**src/rtl/fiq_pkg.sv**
```systemverilog
package fiq_pkg;
  localparam int unsigned ADDR_W = 2;

  typedef enum logic [ADDR_W-1:0] {
    REG_VEC  = 2'd0,
    REG_CTRL = 2'd1,
    REG_FVR  = 2'd2
  } reg_addr_e;

  typedef struct packed {
    logic act_low;
    logic edge_mode;
    logic enable;
  } ctrl_t;

  localparam int unsigned CTRL_W = $bits(ctrl_t);
endpackage

```
**src/rtl/fiq_sync.sv**
```systemverilog
module fiq_sync #(
  parameter int unsigned STAGES = 2
) (
  input  logic clk_i,
  input  logic rst_ni,
  input  logic d_i,
  output logic q_o
);
  logic [STAGES-1:0] q;

  always_ff @(posedge clk_i or negedge rst_ni) begin
    if (!rst_ni) q <= '0;
    else         q <= {q[STAGES-2:0], d_i};
  end

  assign q_o = q[STAGES-1];
endmodule

```
**src/rtl/fiq_regs.sv**
```systemverilog
module fiq_regs
  import fiq_pkg::*;
#(
  parameter int unsigned DATA_W = 32
) (
  input  logic              clk_i,
  input  logic              rst_ni,
  input  logic              rd_i,
  input  logic              wr_i,
  input  logic [ADDR_W-1:0] addr_i,
  input  logic [DATA_W-1:0] wdata_i,
  output logic [DATA_W-1:0] rdata_o,
  output logic [DATA_W-1:0] vec_o,
  output ctrl_t             ctrl_o,
  output logic              fvr_rd_o
);
  logic [DATA_W-1:0] rd_mux;

  always_ff @(posedge clk_i or negedge rst_ni) begin
    if (!rst_ni) begin
      vec_o  <= '0;
      ctrl_o <= '0;
    end else if (wr_i) begin
      if (addr_i == REG_VEC)  vec_o  <= wdata_i;
      if (addr_i == REG_CTRL) ctrl_o <= ctrl_t'(wdata_i[CTRL_W-1:0]);
    end
  end

  always_comb begin
    rd_mux = '0;
    case (addr_i)
      REG_VEC, REG_FVR: rd_mux = vec_o;
      REG_CTRL:         rd_mux[CTRL_W-1:0] = ctrl_o;
      default:          rd_mux = '0;
    endcase
  end

  always_ff @(posedge clk_i or negedge rst_ni) begin
    if (!rst_ni)   rdata_o <= '0;
    else if (rd_i) rdata_o <= rd_mux;
  end

  assign fvr_rd_o = rd_i && (addr_i == REG_FVR);
endmodule

```
**src/rtl/fiq_pend.sv**
```systemverilog
module fiq_pend (
  input  logic clk_i,
  input  logic rst_ni,
  input  logic lvl_i,
  input  logic act_low_i,
  input  logic edge_mode_i,
  input  logic clr_i,
  output logic level_act_o,
  output logic edge_det_o,
  output logic pend_o
);
  logic prev_q;

  assign level_act_o = lvl_i ^ act_low_i;
  assign edge_det_o  = level_act_o & ~(prev_q ^ act_low_i);

  always_ff @(posedge clk_i or negedge rst_ni) begin
    if (!rst_ni) begin
      prev_q <= 1'b0;
      pend_o <= 1'b0;
    end else begin
      prev_q <= lvl_i;
      // a fresh edge outranks the acknowledge
      if (edge_mode_i) begin
        if (edge_det_o) pend_o <= 1'b1;
        else if (clr_i) pend_o <= 1'b0;
      end
    end
  end
endmodule

```
**src/rtl/fiq_vector_unit.sv**
```systemverilog
module fiq_vector_unit
  import fiq_pkg::*;
#(
  parameter int unsigned DATA_W      = 32,
  parameter int unsigned SYNC_STAGES = 2
) (
  input  logic              clk_i,
  input  logic              rst_ni,
  input  logic              rd_i,
  input  logic              wr_i,
  input  logic [ADDR_W-1:0] addr_i,
  input  logic [DATA_W-1:0] wdata_i,
  output logic [DATA_W-1:0] rdata_o,
  input  logic              src_i,
  output logic              fiq_req_no
);
  ctrl_t             ctrl;
  logic [DATA_W-1:0] vec;
  logic              fvr_rd, src_sync, level_act, edge_det, pend, req_cond;

  fiq_regs #(.DATA_W(DATA_W)) i_regs (
    .clk_i, .rst_ni, .rd_i, .wr_i, .addr_i, .wdata_i, .rdata_o,
    .vec_o(vec), .ctrl_o(ctrl), .fvr_rd_o(fvr_rd)
  );

  fiq_sync #(.STAGES(SYNC_STAGES)) i_sync (
    .clk_i, .rst_ni, .d_i(src_i), .q_o(src_sync)
  );

  fiq_pend i_pend (
    .clk_i, .rst_ni, .lvl_i(src_sync), .act_low_i(ctrl.act_low),
    .edge_mode_i(ctrl.edge_mode), .clr_i(fvr_rd),
    .level_act_o(level_act), .edge_det_o(edge_det), .pend_o(pend)
  );

  assign req_cond = ctrl.enable && (ctrl.edge_mode ? pend : level_act);

  always_ff @(posedge clk_i or negedge rst_ni) begin
    if (!rst_ni) fiq_req_no <= 1'b1;
    else         fiq_req_no <= ~req_cond;
  end
endmodule

```
**config.mk**
```make
export PLATFORM = sky130hd
export DESIGN_NAME = fiq_vector_unit
export DESIGN_NICKNAME = d
export VERILOG_FILES = /design/src/rtl/fiq_pkg.sv /design/src/rtl/fiq_sync.sv /design/src/rtl/fiq_regs.sv /design/src/rtl/fiq_pend.sv /design/src/rtl/fiq_vector_unit.sv
export SDC_FILE = /design/constraint.sdc
export NUM_CORES = 1
export LEC_CHECK = 0
export BUFFER_PORTS_ARGS = -buffer_cell sky130_fd_sc_hd__clkbuf_2
export CAP_MARGIN = 15
export CELL_PAD_IN_SITES_DETAIL_PLACEMENT = 0
export CELL_PAD_IN_SITES_GLOBAL_PLACEMENT = 2
export CORE_AREA = 2 2 83 124
export DETAILED_ROUTE_END_ITERATION = 12
export DIE_AREA = 0 0 85 126
export PLACE_DENSITY_LB_ADDON = 0.1
export SLEW_MARGIN = 20
export SYNTH_ARGS = -nofsm -noshare
export SYNTH_HDL_FRONTEND = slang
export SYNTH_SLANG_ARGS = --single-unit
```
**constraint.sdc**
```tcl
create_clock -name clk_i -period 0.8 [get_ports clk_i]
set_input_delay 0.2 -clock clk_i [delete_from_list [all_inputs] [get_ports clk_i]]
set_output_delay 0.2 -clock clk_i [all_outputs]
set_load 0.05 [all_outputs]
```
# Yosys cells after proc, flatten, opt, wreduce, memory -nomap -nowiden
# Cells that the tools add are included.
# op_classes
n_bitwise	5
reduce_logical	8
mux	5
n_eq_ne	2
# ops
cell	n
two-way mux 29 bit	1
one-hot mux 3 bit (2 select lines)	1
AND reduction 2 bit	3
two-way mux 1 bit	3
== test 2 x 1 -> 1 bit, second input constant	1
== test 2 bit, second input constant	1
logical AND 1 bit	2
zero test 2 bit	1
NOT 1 bit	2
nonzero test 2 bit	1
OR reduction 2 bit	1
XOR 1 bit	2
bitwise AND 1 bit	1
# totals
output_inout_bits	33
ff_bits	72
inputBits	39

# Longest topological paths before layout
# Gate-level depths: netlist of run 1.
# depth
word_depth	5
ltp_mapped	4
ltp_nobuf	2

# Hierarchy
# From an unflattened synthesis of run 1, not the netlist that was laid out.
# unflattened
cells_unflattened	233
area_unflattened_um2	2931.6
# by_module_without_submodules
module	n_inst	seq_area_each_um2	area_each_um2	cells_per_inst
fiq_regs	1	1676.6	2726.4	218
fiq_pend	1	50.0	113.9	10
fiq_sync	1	50.0	50.0	2
fiq_vector_unit	1	26.3	41.3	3

# Worst setup path after synthesis of run 1
# No wires, ideal clock.
# synth_timing
path_type	in2reg
from	in addr_i[1]
to	reg i_regs.vec_o[10]
setup_slack_ns	-0.325
path_buffers	1
arrival_ns	1.000
setup_ns	0.125
path_stages	3
cell_sequence	nor3b_4 -> buf_6 -> mux2_2
# synth_between
elab_chain_len	2
# synth_lines
element	line	rtl
from (decl)	fiq_vector_unit.sv:11	input logic [ADDR_W-1:0] addr_i,
zero test 2 bit	fiq_regs.sv:24	if (addr_i == REG_VEC) vec_o <= wdata_i;
AND reduction 2 bit (no line)	n/a	
to (signal assigned)	fiq_regs.sv:24	
to (decl)	fiq_regs.sv:13	output logic [DATA_W-1:0] vec_o,
# Every way passes these cells.
# A chain may end at the register's enable or synchronous reset.

# Worst setup path after layout of run 1
# layout_timing
from	reg fiq_req_no
to	out fiq_req_no
# layout_lines
element	line	rtl
from (decl)	fiq_vector_unit.sv:15	output logic fiq_req_no
from (signal assigned)	fiq_vector_unit.sv:40	else fiq_req_no <= ~req_cond;
# No word-level cell between the ends.

==> key figures, run 1 <==
Placed design
  – IO Port Bufs: 71
  – Post-placement cell count: between 400 and 500
  – RePlAce Congestion: approximately 0.7
  – Post-DP HPWL: 4.36 mm

Timing
  – Clock skew: 0.00300 ns
  – Unrepaired setup endpoints after global routing: true
  – Final worst-path cycle share: 150%
  – Fin. Hold Viols: 0
  – Setup ws final: -0.399 ns
  – Final min period: 1.20 ns
  – Rel. slew slack: 84.4%
  – Min Hold Slack: 0.102 ns
  – Fmax: 834 MHz
  – Pins Over Slew Limit: 0
  – Least-Margin Pin Slew: between 0.2 and 0.25 ns
  – Final Setup Violations: 71

Global routing
  – Global route overflow: 0
  – Largest net degree at the start of global routing: 24
  – Antenna violations before repair: 0
  – Vias in the first global route: 2153
  – First-pass GRT wire length: between 10 and 15 mm
  – Overall Global Routing Usage: 14.4%

Die
  – Core area: 9630 sq um
  – Die outline area: 10700 sq um
  – Initial core utilization: approximately 30%
  – Die height: roughly 130 um
  – Die width: 85 um
  – Core Rows: 44
  – Io pins: 72

Cells and area
  – Reg area: between 1500 and 2000 sq um
  – Most common cell after layout, fill and taps aside: dfrtp_1
  – Inserted Diodes: 0
  – Fill count: 900
  – NumNets Final: 366
  – Commonest non-fill, non-tap cells in the layout: dfrtp_1 (38), buf_8 (36), mux2_4 (35)
  – Area occupied by multi-input gates: roughly 1000 sq um
  – Layout area overhead: 57.2%
  – Fin cells: 447
  – Layout cells sized above 1: 55.4%

Yosys
  – Yosys Warn Count: 0
  – Synth Instances: 229
  – Yosys cell types: 21
  – Area share of the largest cell type after synthesis: roughly three fifths
  – Synth Area in XOR/XNOR: 0.302%
  – Sequential cell area fraction in the yosys report: between 60 and 70%
  – Largest family of logic cells by synthesized area: multiplexers
  – Synth Register Bits: 72
  – Adder-Cell Fraction of Synth Area: 0%
  – Multiplexer share of the synthesized area: 13.6%
  – Post-synthesis cell area: 2900 sq um
  – Synth Area in Compound Gates: 6.20%
  – Simple-gate share of the synthesized area: 11.4%
  – Avg Cell Area, Syn: 12.7 sq um
  – Mapped Nets: 268
  – Cell taking the most area after synthesis: dfrtp_1
  – Top cells by area, synth: dfrtp_1 (61%), mux2_2 (13%), nand3b_1 (8.5%), o21ai_0 (5.0%), inv_1 (3.7%)

Detailed routing
  – Metal2 WL: 3.44 mm
  – Detailed Routing Iterations Pass 1: 4
  – Antenna-violating nets left: 0
  – Vias post-DR: 2028
  – Met3 WL: 312 um
  – WL/cell: 15.7 um
  – Vias per cell: 4.54
  – Metal-1 WL: 3.12 mm
  – Top routing layer used: met4
  – Detailed Route WL: 7.03 mm
  – DRT iter0 DRCs: 59
  – DRC viols: 0

Run
  – Max cap viols: 0

Clock tree
  – Clock transition at the registers of the reported paths: 0.06 ns
  – Clock latency on the worst-skew pair: 0.33 ns
  – Clock root buffer: clkbuf_16
  – Cts bufs inserted: 9
  – H-tree Lvls: 3
  – Clock Path Buffers: 2
  – CTS tree: built
  – Number of clock sinks: 72

Setup path
  – Worst path cell trace: buf_12
  – Crit path max-delay family: flip-flops
  – R2r setup slk: -0.16 ns
  – Worst Path Arrival: 1.00 ns
  – Crit Path Category: reg -> out
  – RR Endpoint: i_pend.pend_o$_DFFE_PN0P_
  – Crit-path max FO: 1
  – Required @ worst endpoint: roughly 0.6 ns
  – Worst path bufs/invs: 1
  – R2R depth: 2
  – Reg2Reg Launch Point: i_regs.ctrl_o[1]$_DFFE_PN0P_
  – Slowest stage cell, crit path: dfstp_2
  – Slowest cell delay on critical path: 0.54 ns
  – Crit path launch type: flip-flop
  – Crit. End Element: output port

Power
  – Total power: 11900 uW
  – VDD IR-drop max: 1.33 mV
  – PD cells: between 2000 and 3000 nW/um^2
  – Leak: 0.00207 uW

Min path
  – Hold Startpoint: wdata_i[12]
  – Hold Crit Class: in -> reg
  – Hold path depth: 2
  – Hold Path End: i_regs.vec_o[12]$_DFFE_PN0P_

Outcome
  – Failing checks: negative setup slack
  – Status: complete, but fails checks
power by group:
part	switching [uW]	total, uW	leakage (uW)	internal [uW]
clock network	1470	4220	0.000159	2750
registers	426	4720	0.000841	4290
logic	1420	2980	0.00107	1560
total	3320	11900	0.00207	8600
how the worst max path moves through the flow:
| stage | cells after the start | to | from | slack (ns) |
|---|---|---|---|---|
| after global placement | 4 | i_regs.ctrl_o[2]$_DFFE_PN0P_ | addr_i[0] | -0.49 |
| after floorplan | 3 | i_regs.vec_o[10]$_DFFE_PN0P_ | addr_i[1] | -0.32 |
| after global routing | 1 | fiq_req_no | fiq_req_no$_DFF_PN1_ | -0.43 |
| after CTS | 1 | fiq_req_no | fiq_req_no$_DFF_PN1_ | -0.42 |
| after detailed placement | 4 | i_regs.vec_o[27]$_DFFE_PN0P_ | addr_i[1] | -0.50 |
| final | 1 | fiq_req_no | fiq_req_no$_DFF_PN1_ | -0.40 |
metal layers:
metal / vias up / GRT usage (%)
met5: - / 0
li1: 971 / -
met2: 49 / 22.1
met4: 0 / 7.56
met3: 10 / 3.08
met1: 998 / 18.8
repair_timing:
item | 4_1_cts | 5_1_grt
hold endpoints to repair | 72 | 0
pin swaps | 4 | 3
cloned | 3 | 0
setup buffers | 8 | 4
hold buffers | 2 | 0
setup endpoints to repair | 87 | 74
resized for setup | 112 | 44
cells by family after synthesis:
logic type	count (synthesis)
compound gates	34
xor+xnor	1
buf+inv	43
flops	72
mux	35
simple gates	44
Yosys cell counts, drive strengths merged:
| master | number |
|---|---|
| nand4b | 1 |
| xor2 | 1 |
| dfrtp | 71 |
| clkbuf | 6 |
| nand2b | 4 |
| mux2 | 35 |
| nand3b | 33 |
| nor4bb | 1 |
| and4b | 1 |
| nor2 | 3 |
| a31oi | 3 |
| o21ai | 29 |
| nor3b | 1 |
| inv | 29 |
| dfstp | 1 |
| buf | 8 |
| a211o | 1 |
| o211ai | 1 |
flip-flops by register name, summed over array words and instances, names as in the netlist:
signal	flops
fiq_req_no	1
i_regs.ctrl_o	3
i_pend.pend_o	1
i_sync.q	2
i_regs.rdata_o	32
i_pend.prev_q	1
i_regs.vec_o	32
stage by stage:
| stage | instance area (sq um) | utilization, % | TNS (ns) | worst slack [ns] |
|---|---|---|---|---|
| floorplan | 2970 | - | -10.53 | -0.325 |
| global placement | 3620 | 37.6 | -26.87 | -0.489 |
| detailed placement | 3620 | 37.6 | -26.90 | -0.502 |
| CTS | 4570 | 47.4 | -16.89 | -0.416 |
| global route | 4570 | 47.4 | -16.12 | -0.427 |
| finish | 4570 | 47.4 | -14.34 | -0.399 |
layout make-up:
| class | instances | area share, % |
|---|---|---|
| clock buffer | 14 | 6.22 |
| clock inverter | 2 | 0.767 |
| inverter | 29 | 2.38 |
| multi-input combinational | 114 | 22.9 |
| sequential | 72 | 40.4 |
| tap | 115 | 3.15 |
| timing repair buffer | 101 | 24.2 |
Note: power is estimated with default switching activity, not from simulation.
==> run 2: changes to the inputs <==
--- a/config.mk
+++ b/config.mk
@@ -5,7 +5,7 @@
 export SDC_FILE = /design/constraint.sdc
 export NUM_CORES = 1
 export LEC_CHECK = 0
-export BUFFER_PORTS_ARGS = -buffer_cell sky130_fd_sc_hd__clkbuf_2
+export BUFFER_PORTS_ARGS = -buffer_cell sky130_fd_sc_hd__buf_2
 export CAP_MARGIN = 15
 export CELL_PAD_IN_SITES_DETAIL_PLACEMENT = 0
 export CELL_PAD_IN_SITES_GLOBAL_PLACEMENT = 2
==> run 2 against run 1 <==
The flow still finishes with violations (negative setup slack); combinational power fell by 6.7%; flip-flop and latch count stayed put; worst setup slack hardly changed.
==> key figures, run 2 (synthesized netlist as in run 1, its figures left out) <==
Cells and area
  – Most common cell after layout, fill and taps aside: dfrtp_1
  – Layout area overhead: 50.5%
  – NumNets Final: 361
  – Layout cells sized above 1: 53.5%
  – Largest registers: i_regs.rdata_o: 32 flops, i_regs.vec_o: 32 flops, i_regs.ctrl_o: 3 flops
  – Post-route cell area: 4370 sq um
  – Fin cells: 442
  – Fill count: approximately 920
  – Commonest non-fill, non-tap cells in the layout: dfrtp_1 (38), buf_6 (37), mux2_4 (35)
  – Inserted Diodes: 0

Die
  – Die width: 85 um
  – Core area: 9630 sq um
  – Die height: 126 um
  – Core Rows: 44
  – Io pins: 72
  – Initial core utilization: 30.1%
  – Die outline area: 10700 sq um

Global routing
  – Global route overflow: 0
  – First-pass GRT wire length: approximately 12 mm
  – Overall Global Routing Usage: 14.6%
  – Vias in the first global route: around 2200
  – Antenna violations before repair: 0
  – Largest net degree at the start of global routing: 51

Setup path
  – Crit. End Element: output port
  – RR Endpoint: i_pend.pend_o$_DFFE_PN0P_
  – R2r setup slk: -0.16 ns
  – Crit path launch type: flip-flop
  – Reg2Reg Launch Point: i_regs.ctrl_o[1]$_DFFE_PN0P_
  – Worst path cell trace: buf_8
  – Worst path bufs/invs: 1
  – Slowest stage cell, crit path: dfstp_2
  – Worst Path Arrival: 1.00 ns
  – R2R depth: 2
  – Crit Path Category: reg -> out
  – Required @ worst endpoint: 0.60 ns
  – Crit path max-delay family: flip-flops
  – Slowest cell delay on critical path: 0.53 ns
  – Crit-path max FO: 1

Timing
  – Clock skew: ~0.0042 ns
  – Fin. Hold Viols: 0
  – Final min period: about 1.2 ns
  – Setup ws final: -0.399 ns
  – Fmax: 834 MHz
  – Pins Over Slew Limit: 0
  – Least-Margin Pin Slew: 0.260 ns
  – Rel. slew slack: 82.4%
  – Final Setup Violations: 72
  – Unrepaired setup endpoints after global routing: true
  – Final worst-path cycle share: 150%

Min path
  – Hold Startpoint: wdata_i[9]
  – Hold path depth: 2
  – Hold Crit Class: in -> reg
  – Hold Path End: i_regs.vec_o[9]$_DFFE_PN0P_

Placed design
  – Placed cell area: 3570 sq um
  – IO Port Bufs: 71
  – RePlAce Congestion: roughly 0.68
  – Post-place setup slack: -0.529 ns
  – Post-placement cell count: 414
  – Post-DP HPWL: 4.23 mm

Clock tree
  – Clock root buffer: clkbuf_16
  – Clock latency on the worst-skew pair: 0.33 ns
  – Cts bufs inserted: 9
  – Number of clock sinks: 72
  – Clock Path Buffers: 2
  – Clock transition at the registers of the reported paths: ~0.05 ns
  – H-tree Lvls: 3
  – CTS tree: built

Outcome
  – Status: complete, but fails checks
  – Failing checks: negative setup slack

Power
  – VDD IR-drop max: 1.33 mV
  – Leak: 0.00197 uW
  – PD cells: 2530 nW/um^2

Detailed routing
  – DRC viols: 0
  – Detailed Routing Iterations Pass 1: 4
  – DRT iter0 DRCs: 101
  – Vias per cell: between 4 and 5
  – Antenna-violating nets left: 0
  – WL/cell: 16.0 um
  – Detailed Route WL: 7.09 mm
  – Vias post-DR: 2004

Run
  – Max cap viols: 0
-- run 2: cell count changes in the layout (fill, tap and decap cells not counted) --
cell	delta
buf_2	+34
clkbuf_2	-34
buf_8	-33
buf_6	+29
buf_4	-4
clkbuf_1	+4
buf_12	+3
clkbuf_8	-3
bufinv_16	-1
-- run 2: final cells by class --
type                            instances  area, sq um  share of cell area (%)
Sequential cell                        72         1840                    42.2
Multi-Input combinational cell        114         1050                    23.9
Timing Repair Buffer                   96          965                    22.1
Clock buffer                           15          258                    5.90
Tap cell                              115          144                    3.29
Inverter                               29          109                    2.49
Clock inverter                          1         5.00                   0.115
-- run 2: how the worst max path moves through the flow --
stage                              start                            to  depth (start not counted)  slack [ns]
finish              fiq_req_no$_DFF_PN1_                    fiq_req_no                          1       -0.40
global route        fiq_req_no$_DFF_PN1_                    fiq_req_no                          1       -0.42
CTS                 fiq_req_no$_DFF_PN1_                    fiq_req_no                          1       -0.41
detailed placement             addr_i[1]  i_regs.vec_o[29]$_DFFE_PN0P_                          4       -0.53
global placement               addr_i[1]  i_regs.vec_o[27]$_DFFE_PN0P_                          4       -0.52
floorplan                      addr_i[1]  i_regs.vec_o[10]$_DFFE_PN0P_                          3       -0.32
-- run 2: metal layers --
| metal | vias up | global-route usage [%] | share of wire [%] |
|---|---|---|---|
| met5 | - | 0 | 0 |
| met4 | 0 | 7.28 | 2.2 |
| li1 | 959 | - | - |
| met2 | 44 | 22.4 | 48 |
| met3 | 14 | 3.74 | 4.1 |
| met1 | 987 | 19.0 | 45 |
-- run 2: repair_timing --
action | CTS | global route
gates resized for setup | 115 | 12
hold buffers | 2 | 0
setup endpoints to repair | 86 | 78
endpoints found under the hold margin | 72 | 0
cloned | 3 | 1
pin swaps | 4 | 6
setup buffers | 7 | 4
-- run 2: power by group --
group	switching (uW)	total, uW	internal [uW]
Clock	1430	3620	2180
Combinational	1410	2780	1370
Sequential	389	4680	4290
Total	3240	11100	7840
-- run 2: per-stage QoR --
| step | util (%) | hold WS [ns] | total power [uW] | setup TNS, ns |
|---|---|---|---|---|
| 2_1_floorplan | - | -0.0956 | 6120 | -10.53 |
| 3_3_place_gp | 37.0 | 0.0629 | 6800 | -26.27 |
| 3_5_place_dp | 37.0 | 0.0654 | 6840 | -26.37 |
| 4_1_cts | 45.4 | 0.0826 | 11200 | -15.13 |
| 5_1_grt | 45.4 | 0.0871 | 11600 | -15.30 |
| 6_report | 45.4 | 0.0994 | 11100 | -13.67 |
